===== src/rtl/dac_cmd_pkg.sv =====
package dac_cmd_pkg;
  typedef enum logic [2:0] {
    PH_CMD,   // expecting a command byte
    PH_FHI,   // fast write: high byte of a pair
    PH_FLO,   // fast write: low byte of a pair
    PH_CFG,   // data-high byte of a group
    PH_LO,    // data-low byte of a group
    PH_SKIP   // ignore until stop
  } phase_t;

  typedef enum logic [1:0] {
    MD_MULTI,
    MD_SEQ,
    MD_SINGLE
  } mode_t;
endpackage


===== src/rtl/dac_cmd_decode.sv =====
module dac_cmd_decode import dac_cmd_pkg::*; #(
  parameter int CH = 4,
  parameter int DW = 12,
  localparam int CW = $clog2(CH),
  localparam int HW = DW - 8
) (
  input  logic          clk,
  input  logic          rst,
  input  logic          busy,
  input  logic          byte_valid,
  input  logic [7:0]    byte_data,
  input  logic          byte_ack,
  input  logic          bus_stop,
  output logic          wr_en,
  output logic          wr_fast,
  output logic          wr_upd,
  output logic [CW-1:0] wr_ch,
  output logic [DW-1:0] wr_code,
  output logic          wr_vref,
  output logic          wr_gain,
  output logic          wr_pd,
  output logic [2:0]    glob_en,
  output logic [CH-1:0] glob_bits,
  output logic          addr_en,
  output logic [2:0]    addr_val,
  output logic          nv_start,
  output logic          nv_addr_go,
  output logic [CH-1:0] nv_mask
);
  phase_t        ph, ph_n;
  mode_t         md, md_n;
  logic [CW-1:0] ch, ch_n, st, st_n;
  logic          ud, ud_n, v, v_n, g, g_n, p, p_n;
  logic [HW-1:0] hi, hi_n;
  logic [7:0]    hold;

  always_ff @(posedge clk) begin
    if (rst) begin
      ph <= PH_CMD; md <= MD_MULTI; ch <= '0; st <= '0;
      ud <= 1'b0; v <= 1'b0; g <= 1'b0; p <= 1'b0; hi <= '0; hold <= '0;
    end else begin
      if (byte_valid && !busy) hold <= byte_data;
      ph <= ph_n; md <= md_n; ch <= ch_n; st <= st_n;
      ud <= ud_n; v <= v_n; g <= g_n; p <= p_n; hi <= hi_n;
    end
  end

  always_comb begin
    ph_n = ph; md_n = md; ch_n = ch; st_n = st;
    ud_n = ud; v_n = v; g_n = g; p_n = p; hi_n = hi;
    wr_en = 1'b0; wr_fast = 1'b0; wr_upd = !ud; wr_ch = ch;
    wr_code = {hi, hold}; wr_vref = v; wr_gain = g; wr_pd = p;
    glob_en = 3'b000; glob_bits = hold[CH-1:0];
    addr_en = 1'b0; addr_val = hold[2:0];
    nv_start = 1'b0; nv_addr_go = 1'b0; nv_mask = '0;
    if (byte_ack && !busy) begin
      case (ph)
        PH_CMD: begin
          if (hold[7:6] == 2'b00) begin
            p_n = hold[4]; hi_n = hold[HW-1:0]; ch_n = '0; ph_n = PH_FLO;
          end else begin
            case (hold[7:5])
              3'b010: begin
                st_n = hold[2:1]; ch_n = hold[2:1]; ud_n = hold[0]; ph_n = PH_CFG;
                case (hold[4:3])
                  2'b00:   md_n = MD_MULTI;
                  2'b10:   md_n = MD_SEQ;
                  2'b11:   md_n = MD_SINGLE;
                  default: ph_n = PH_SKIP;
                endcase
              end
              3'b011: begin
                addr_en = 1'b1; nv_start = 1'b1; nv_addr_go = 1'b1; ph_n = PH_SKIP;
              end
              3'b100:  glob_en = 3'b100;
              3'b110:  glob_en = 3'b010;
              3'b101:  glob_en = 3'b001;
              default: ph_n = PH_SKIP;
            endcase
          end
        end
        PH_FHI: begin
          p_n = hold[4]; hi_n = hold[HW-1:0]; ph_n = PH_FLO;
        end
        PH_FLO: begin
          wr_en = 1'b1; wr_fast = 1'b1; wr_upd = 1'b0;
          if (ch == CW'(CH - 1)) ph_n = PH_SKIP;
          else begin ch_n = ch + 1'b1; ph_n = PH_FHI; end
        end
        PH_CFG: begin
          v_n = hold[7]; p_n = hold[6]; g_n = hold[5]; hi_n = hold[HW-1:0]; ph_n = PH_LO;
        end
        PH_LO: begin
          wr_en = 1'b1;
          case (md)
            MD_SEQ: begin
              if (ch == CW'(CH - 1)) begin
                nv_start = 1'b1; ph_n = PH_SKIP;
                for (int i = 0; i < CH; i++) nv_mask[i] = (i >= int'(st));
              end else begin
                ch_n = ch + 1'b1; ph_n = PH_CFG;
              end
            end
            MD_SINGLE: begin
              nv_start = 1'b1; nv_mask[ch] = 1'b1; ph_n = PH_SKIP;
            end
            default: ph_n = PH_CMD;
          endcase
        end
        default: ;
      endcase
    end
    if (bus_stop) ph_n = PH_CMD;
  end
endmodule


===== src/rtl/dac_chan_bank.sv =====
module dac_chan_bank #(
  parameter int CH = 4,
  parameter int DW = 12,
  localparam int CW = $clog2(CH)
) (
  input  logic            clk,
  input  logic            rst,
  input  logic            ldac_n,
  input  logic            wr_en,
  input  logic            wr_fast,
  input  logic            wr_upd,
  input  logic [CW-1:0]   wr_ch,
  input  logic [DW-1:0]   wr_code,
  input  logic            wr_vref,
  input  logic            wr_gain,
  input  logic            wr_pd,
  input  logic [2:0]      glob_en,
  input  logic [CH-1:0]   glob_bits,
  input  logic            addr_en,
  input  logic [2:0]      addr_val,
  input  logic            nv_start,
  input  logic            nv_addr_go,
  input  logic [CH-1:0]   nv_mask,
  output logic [CH*DW-1:0] out_code,
  output logic [CH*DW-1:0] nv_code,
  output logic [2:0]      dev_addr,
  output logic [2:0]      nv_addr,
  output logic [CH-1:0]   vref_sel,
  output logic [CH-1:0]   gain_sel,
  output logic [CH-1:0]   pwr_down
);
  logic [DW-1:0] in_q  [CH];
  logic [DW-1:0] out_q [CH];
  logic [DW-1:0] nv_q  [CH];
  logic [CH-1:0] mask_q;
  logic          addr_go_q;

  always_ff @(posedge clk) begin
    if (rst) begin
      for (int i = 0; i < CH; i++) begin
        in_q[i] <= '0; out_q[i] <= '0; nv_q[i] <= '0;
      end
      vref_sel <= '0; gain_sel <= '0; pwr_down <= '0;
      dev_addr <= '0; nv_addr <= '0; mask_q <= '0; addr_go_q <= 1'b0;
    end else begin
      for (int i = 0; i < CH; i++) begin
        if (!ldac_n) out_q[i] <= in_q[i];
        if (mask_q[i]) nv_q[i] <= in_q[i];
        if (glob_en[2]) vref_sel[i] <= glob_bits[CH-1-i];
        if (glob_en[1]) gain_sel[i] <= glob_bits[CH-1-i];
        if (glob_en[0]) pwr_down[i] <= glob_bits[CH-1-i];
      end
      if (wr_en) begin
        in_q[wr_ch]     <= wr_code;
        pwr_down[wr_ch] <= wr_pd;
        if (!wr_fast) begin
          vref_sel[wr_ch] <= wr_vref;
          gain_sel[wr_ch] <= wr_gain;
        end
        if (wr_upd) out_q[wr_ch] <= wr_code;
      end
      if (addr_en) dev_addr <= addr_val;
      mask_q    <= nv_start ? nv_mask : '0;
      addr_go_q <= nv_addr_go;
      if (addr_go_q) nv_addr <= dev_addr;
    end
  end

  for (genvar i = 0; i < CH; i++) begin : g_flat
    assign out_code[i*DW +: DW] = out_q[i];
    assign nv_code[i*DW +: DW]  = nv_q[i];
  end
endmodule


===== src/rtl/dac_nv_timer.sv =====
module dac_nv_timer #(
  parameter int NV_CYCLES = 64,
  localparam int TW = $clog2(NV_CYCLES + 1)
) (
  input  logic clk,
  input  logic rst,
  input  logic nv_start,
  output logic busy
);
  logic [TW-1:0] cnt;

  always_ff @(posedge clk) begin
    if (rst) begin
      busy <= 1'b0; cnt <= '0;
    end else if (nv_start) begin
      busy <= 1'b1; cnt <= TW'(NV_CYCLES - 1);
    end else if (busy) begin
      if (cnt == '0) busy <= 1'b0;
      else cnt <= cnt - 1'b1;
    end
  end
endmodule


===== src/rtl/dac_cmd_core.sv =====
module dac_cmd_core #(
  parameter int CH        = 4,
  parameter int DW        = 12,
  parameter int NV_CYCLES = 64
) (
  input  logic             clk,
  input  logic             rst,
  input  logic             byte_valid,
  input  logic [7:0]       byte_data,
  input  logic             byte_ack,
  input  logic             bus_stop,
  input  logic             ldac_n,
  output logic [CH*DW-1:0] out_code,
  output logic [CH*DW-1:0] nv_code,
  output logic [2:0]       dev_addr,
  output logic [2:0]       nv_addr,
  output logic [CH-1:0]    vref_sel,
  output logic [CH-1:0]    gain_sel,
  output logic [CH-1:0]    pwr_down,
  output logic             busy
);
  localparam int CW = $clog2(CH);

  logic          wr_en, wr_fast, wr_upd, wr_vref, wr_gain, wr_pd;
  logic [CW-1:0] wr_ch;
  logic [DW-1:0] wr_code;
  logic [2:0]    glob_en, addr_val;
  logic [CH-1:0] glob_bits, nv_mask;
  logic          addr_en, nv_start, nv_addr_go;

  dac_cmd_decode #(.CH(CH), .DW(DW)) u_dec (
    .clk(clk), .rst(rst), .busy(busy), .byte_valid(byte_valid),
    .byte_data(byte_data), .byte_ack(byte_ack), .bus_stop(bus_stop),
    .wr_en(wr_en), .wr_fast(wr_fast), .wr_upd(wr_upd), .wr_ch(wr_ch),
    .wr_code(wr_code), .wr_vref(wr_vref), .wr_gain(wr_gain), .wr_pd(wr_pd),
    .glob_en(glob_en), .glob_bits(glob_bits), .addr_en(addr_en),
    .addr_val(addr_val), .nv_start(nv_start), .nv_addr_go(nv_addr_go),
    .nv_mask(nv_mask)
  );

  dac_chan_bank #(.CH(CH), .DW(DW)) u_bank (
    .clk(clk), .rst(rst), .ldac_n(ldac_n), .wr_en(wr_en), .wr_fast(wr_fast),
    .wr_upd(wr_upd), .wr_ch(wr_ch), .wr_code(wr_code), .wr_vref(wr_vref),
    .wr_gain(wr_gain), .wr_pd(wr_pd), .glob_en(glob_en), .glob_bits(glob_bits),
    .addr_en(addr_en), .addr_val(addr_val), .nv_start(nv_start),
    .nv_addr_go(nv_addr_go), .nv_mask(nv_mask), .out_code(out_code),
    .nv_code(nv_code), .dev_addr(dev_addr), .nv_addr(nv_addr),
    .vref_sel(vref_sel), .gain_sel(gain_sel), .pwr_down(pwr_down)
  );

  dac_nv_timer #(.NV_CYCLES(NV_CYCLES)) u_timer (
    .clk(clk), .rst(rst), .nv_start(nv_start), .busy(busy)
  );
endmodule


===== config.mk =====
export PLATFORM = sky130hd
export DESIGN_NAME = dac_cmd_core
export DESIGN_NICKNAME = d
export VERILOG_FILES = /design/src/rtl/dac_cmd_pkg.sv /design/src/rtl/dac_cmd_decode.sv /design/src/rtl/dac_chan_bank.sv /design/src/rtl/dac_nv_timer.sv /design/src/rtl/dac_cmd_core.sv
export SDC_FILE = /design/constraint.sdc
export NUM_CORES = 1
export LEC_CHECK = 0
export BUFFER_PORTS_ARGS = -buffer_cell sky130_fd_sc_hd__buf_4
export CORE_MARGIN = 1.5
export CORE_UTILIZATION = 25
export CTS_CLUSTER_DIAMETER = 40
export DETAILED_ROUTE_END_ITERATION = 10
export PLACE_DENSITY = 0.43
export SLEW_MARGIN = 10
export SYNTH_ARGS = -nofsm -noshare
export SYNTH_HDL_FRONTEND = slang
export SYNTH_SLANG_ARGS = --single-unit

===== constraint.sdc =====
create_clock -name clk -period 2.8 [get_ports clk]
set_clock_uncertainty 0.1 [all_clocks]
set_input_delay 0.28 -clock clk [delete_from_list [all_inputs] [get_ports clk]]
set_output_delay 0.28 -clock clk [all_outputs]
set_load 0.02 [all_outputs]

==> results of run 1 <==
where the power goes:
group	internal [mW]	switching, mW
Sequential	3.28	0.0687
Combinational	0.194	0.346
Clock	1.21	1.29
Total	4.68	1.70
logic make-up after synthesis:
kind of cell	synth area share [%]
AND/OR/NAND/NOR	17.95
flip-flops	62.95
multiplexers	8.564
AO/OA/AOI/OAI	5.526
buffers and inverters	3.255
adder cells (fa/ha/maj)	1.157
XOR/XNOR	0.5932
placed cells by master (no fill, tap or decap), types with 11 or more instances in the layout:
master | netlist | final
nor2_1 | 52 | 51
a21oi_1 | 27 | 27
nor2b_1 | 11 | 11
inv_1 | 22 | 22
dfxtp_1 | 56 | 56
mux2i_1 | 74 | 74
nand2_1 | 61 | 61
nand3_1 | 14 | 14
a211oi_1 | 14 | 14
buf_4 | 0 | 155
edfxtp_1 | 144 | 144
and2_1 | 97 | 97
clkbuf_16 | 0 | 17
worst max-delay path by stage:
stage,from,to
after global routing,u_dec.ph[0],u_bank.in_q[2][2]
after floorplan,u_timer.busy,u_bank.out_q[3][0]
after detailed placement,u_dec.ph[0],u_bank.in_q[2][3]
after global placement,u_dec.ph[0],u_bank.in_q[0][2]
final,u_dec.ph[0],u_bank.in_q[2][6]
after CTS,u_dec.ph[0],u_bank.in_q[2][6]
state kept, by name (all words and copies together), names as in the netlist:
signal and count:
u_bank.pwr_down 4, u_bank.gain_sel 4, u_bank.nv_q 48, u_dec.md 2, u_bank.addr_go_q 1, u_dec.st 2
u_bank.nv_addr 3, u_dec.ud 1, u_bank.vref_sel 4, u_bank.out_q 48, u_timer.cnt 7, u_dec.hold 8
u_bank.mask_q 4, u_dec.wr_pd 1, u_dec.wr_vref 1, u_bank.dev_addr 3, u_timer.busy 1, u_dec.wr_ch 2
u_dec.ph 3, u_dec.wr_gain 1, u_bank.in_q 48, u_dec.hi 4
area by class of cell:
type                       instances  area [um2]
multi-input combinational        443        2925
fill                            3433       22920
sequential                       200        5445
clock inverter                    15       168.9
timing repair buffer             164        1254
tap                              448       560.5
clock buffer                      17       425.4
inverter                          22       82.58
worst reg2reg max path, cell delays in order, from the launching register on:
cell,delay [ps]
dfxtp_1,670
inv_1,190
and4b_1,250
buf_4,210
and3_1,320
or2_2,460
stage by stage:
step | hold WS, ps | cells
after floorplan | 281.6 | 706
after global placement | 380.7 | 1268
after detailed placement | 376.4 | 1268
after CTS | 63.61 | 1309
after global routing | 104.3 | 1309
final | 74.65 | 1309
what timing repair did:
action                                  in CTS  in global routing
endpoints found under the setup margin       0                  0
gates resized for setup                      0                  0
hold buffers                                 9                  0
endpoints found under the hold margin        9                  0
per-layer routing:
metal	up-vias	wire length, um	track usage, %	part of all wire, %
met5	-	0	0	0
met2	143	11150	21.78	46
met4	0	149	3.755	0.62
met3	11	954	2.373	3.9
li1	2776	-	-	-
met1	2755	11910	19.28	49
==> metrics, run 1 <==
core area around 34000 um2; Synth area leader edfxtp_1; residual DRC count 0; IO Port Bufs between 100 and 150; CP Buf/Inv Count 2; cell count after synthesis slightly above 700; crit-path leading delay family simple AND/OR/NAND/NOR gates; num rows 67; Initial Util between 20% and 30%; DP Worst Slack 374.7 ps; CTS Root Cell clkbuf_16; Hold Path Origin rst; FF-to-FF End u_bank.in_q[2][6]; final worst slack around 320 ps; largest net degree at the start of global routing 50; H-tree levels 4; min Tclk post-route between 2000 and 2500 ps; die width around 190 um; synth cell count leaders edfxtp_1 (144), and2_1 (97), mux2i_1 (74); GP Congestion between 0.8 and 0.9; ys flop type edfxtp_1; Warnings, synthesis 0; post-synthesis average cell area about 12 um2; CTS Buf Count 17; maximum vdd drop 0.0004177 V; max-slew violations 0; worst hold-check path type in2reg; synthesized area 8650 um2; number of diodes 0; syn_nets between 700 and 800; post-route ant nets 0; total iterations of the first detailed-routing run 4; outcome finished clean; Leak approximately 4.6 nW; CP max FO 19; die area 35720 um2; Max clock buf depth 2; final instance area about 11000 um2; worst path arrival time around 2500 ps; gr usage total a little over an eighth; Slew HR about 43%; # nets final 870; DR vias around 5700; layout cells sized above 1 about 24%; CP Depth 5; vias per inst about 4.3; startpoint types register; Setup Crit Path Kind reg2reg; Setup Viol. Count Final 0; top achievable clock speed ~400 MHz; Worst R2R Setup Slack roughly 320 ps; Crit-path slowest cell dfxtp_1; DRT Wirelength approximately 24000 um; Slew @ Worst Pin 850.1 ps; vias in the first global route 5742; PnR Total Power around 6.4 mW; Area growth syn-to-layout 25.58%; Worst-path clk slew roughly 80 ps; post-DR wirelength/cell about 18 um; post-synth top area share roughly half; # Max-Cap Violations 0; antenna violations before repair 0; CTS tree done; hold depth 2; Fin Setup TNS 0 ps; Critical Path Sink Type register; sequential fraction of the synthesis area 62.95%; Area after DPL just over 10000 um2; FF+latch count, synth 200; Top-Level Pins between 100 and 150; R2R depth 5; Synth async-reset ratio 0%; Pwr Density ~590 nW/um2; EDFF count, synth roughly 140; count leader, synth edfxtp_1; Final Hold Fails 0; first-pass GRT wire length 36430 um; worst path cell trace inv_1 -> and4b_1 -> buf_4 -> and3_1 -> or2_2; Die Span Y ~190 um; Num Clock Sinks 200; worst skew pair latency around 450 ps; post-CTS setup buffer count 0; drt initial violations 318; period utilisation layout roughly nine tenths; GR Overflow Total 0; R2R Path Start u_dec.ph[0]; slowest stage delay, CP between 600 and 700 ps; RSZ-0062 raised after global routing no; WHS Endpoint u_dec.hi[1]; WP data required 2850 ps; synth top area cells edfxtp_1 (50%), dfxtp_1 (13%), mux2i_1 (8.6%), and2_1 (7.0%), nand2_1 (2.6%); Synth cell types between 50 and 60; detailed-placement wirelength estimate about 17000 um; post-route core utilization roughly 32%
Note: power is estimated with default switching activity, not from simulation.
==> run 2: changes to the inputs <==
Settings changed: CORE_UTILIZATION 25 to 57, PLACE_DENSITY 0.43 to 0.77.
==> run 2 against run 1 <==
Compared with the run above: design area decreased by 4.5%; via count increased by 4.7%; highest routed layer unchanged; global-route usage increased by 12 points; final cell count decreased by 21%; combinational power decreased by 6.7%.
==> metrics, run 2 (same netlist as run 1, synthesis figures left out) <==
Slew HR between 30% and 40%; min Tclk post-route 2440 ps; R2R depth 5; WP data required 2770 ps; cts repair resizes 0; die area roughly 16000 um2; final worst slack approximately 360 ps; die width approximately 130 um; Die Span Y around 130 um; num rows 44; Pwr Density approximately 600 nW/um2; Critical Path End u_bank.out_q[3][7]; H-tree levels 4; post-route ant nets 0; CTS Root Cell clkbuf_16; worst path arrival time between 2000 and 2500 ps; post-DR wirelength/cell a little under 20 um; Top Registers u_bank.in_q: 48 flops, u_bank.nv_q: 48 flops, u_bank.out_q: 48 flops; worst skew pair latency between 400 and 500 ps; R2R Path Start u_dec.ph[1]; Num Clock Sinks 200; total iterations of the first detailed-routing run 5; Slew @ Worst Pin a little under 900 ps; gr usage total between 20% and 30%; DRT Wirelength ~20000 um; Setup Crit Path Kind reg2reg; cts hold-fix bufs 8; RSZ-0062 raised after global routing no; Top-Level Pins approximately 130; outcome finished clean; CTS Buf Count 17; CP max FO 15; startpoint types register; Crit-path slowest cell dfxtp_1; # Max-Cap Violations 0; drt initial violations just under 600; Leak around 4.5 nW; GR Overflow Total 0; DP Worst Slack around 370 ps; CTS tree done; Max clock buf depth 2; Worst R2R Setup Slack ~360 ps; first-pass GRT wire length roughly 31000 um; highest-count cells in the layout ignoring fill and taps edfxtp_1 (144), buf_4 (143), and2_1 (97); IO Port Bufs approximately 130; FF-to-FF End u_bank.out_q[3][7]; DR vias roughly 6000; maximum vdd drop around 0.00045 V; worst hold-check path type in2reg; Final Hold Fails 0; Area growth syn-to-layout 19.89%; Critical Path Sink Type register; vias per inst a little under 6; largest net degree at the start of global routing 66; detailed-placement wirelength estimate around 14000 um; GP Congestion just over 0.9; worst path cell trace xor2_2 -> and4b_1 -> buf_4 -> nand3_4 -> nand2_1; crit path from u_dec.ph[1]; Hold Slack around 19 ps; vias in the first global route roughly 5700; layout cells sized above 1 22.41%; core area 14700 um2; # nets final 857; top achievable clock speed between 400 and 500 MHz; Worst-path clk slew about 70 ps; number of diodes 0; Setup Viol. Count Final 0; slowest stage delay, CP 640 ps; residual DRC count 0; period utilisation layout between 80% and 90%; Fin Setup TNS 0 ps; antenna violations before repair 0; Initial Util roughly three fifths; max-slew violations 0; commonest non-fill, non-tap cell in the layout edfxtp_1; post-CTS setup buffer count 0
[run 2: how the worst min path moves through the flow]
stage | startpoint | to | slack (ps) | cells past startpoint
floorplan | bus_stop | u_dec.ph[0] | 280 | 1
global placement | u_dec.ud | u_dec.ud | 360 | 2
detailed placement | u_dec.ud | u_dec.ud | 370 | 2
CTS | byte_data[1] | u_dec.hold[1] | 10 | 3
global route | byte_data[1] | u_dec.hold[1] | 30 | 3
finish | byte_data[1] | u_dec.hold[1] | 20 | 3
[run 2: per-stage QoR]
step / area [um2] / instances / power [mW] / utilization, %
floorplan: 8650 / 706 / 3.677 / -
global placement: 9757 / 992 / 3.893 / 66.38
detailed placement: 9757 / 992 / 3.906 / 66.38
CTS: 10370 / 1032 / 6.115 / 70.55
global route: 10370 / 1032 / 6.267 / 70.55
finish: 10370 / 1032 / 6.100 / 70.55
[run 2: routing by layer]
metal / vias to the layer above / GRT usage, % / share of wire, %
met3: 56 / 5.692 / 6.6
met4: 0 / 10.14 / 2.8
met1: 2886 / 33.81 / 42
met2: 267 / 42.02 / 48
li1: 2744 / - / -
met5: - / 0 / 0
[run 2: worst max-delay path: cells and delay by family (launching register included)]
family                    cells  cell delay, ps
buffers and inverters         1             270
DFF                           1             640
and+or+nand+nor               3             900
xor gates and xnor gates      1             180
[run 2: where the power goes]
group / switching, mW / internal [mW]
clock: 1.02 / 1.22
sequential: 0.0744 / 3.28
combinational: 0.323 / 0.181
total: 1.42 / 4.68
[run 2: cell type report]
type | instances | area (um2)
sequential | 200 | 5445
fill | 1031 | 4329
multi-input combinational | 443 | 2925
timing repair buffer | 151 | 1154
clock buffer | 26 | 490.5
tap | 184 | 230.2
inverter | 22 | 82.58
clock inverter | 6 | 42.54
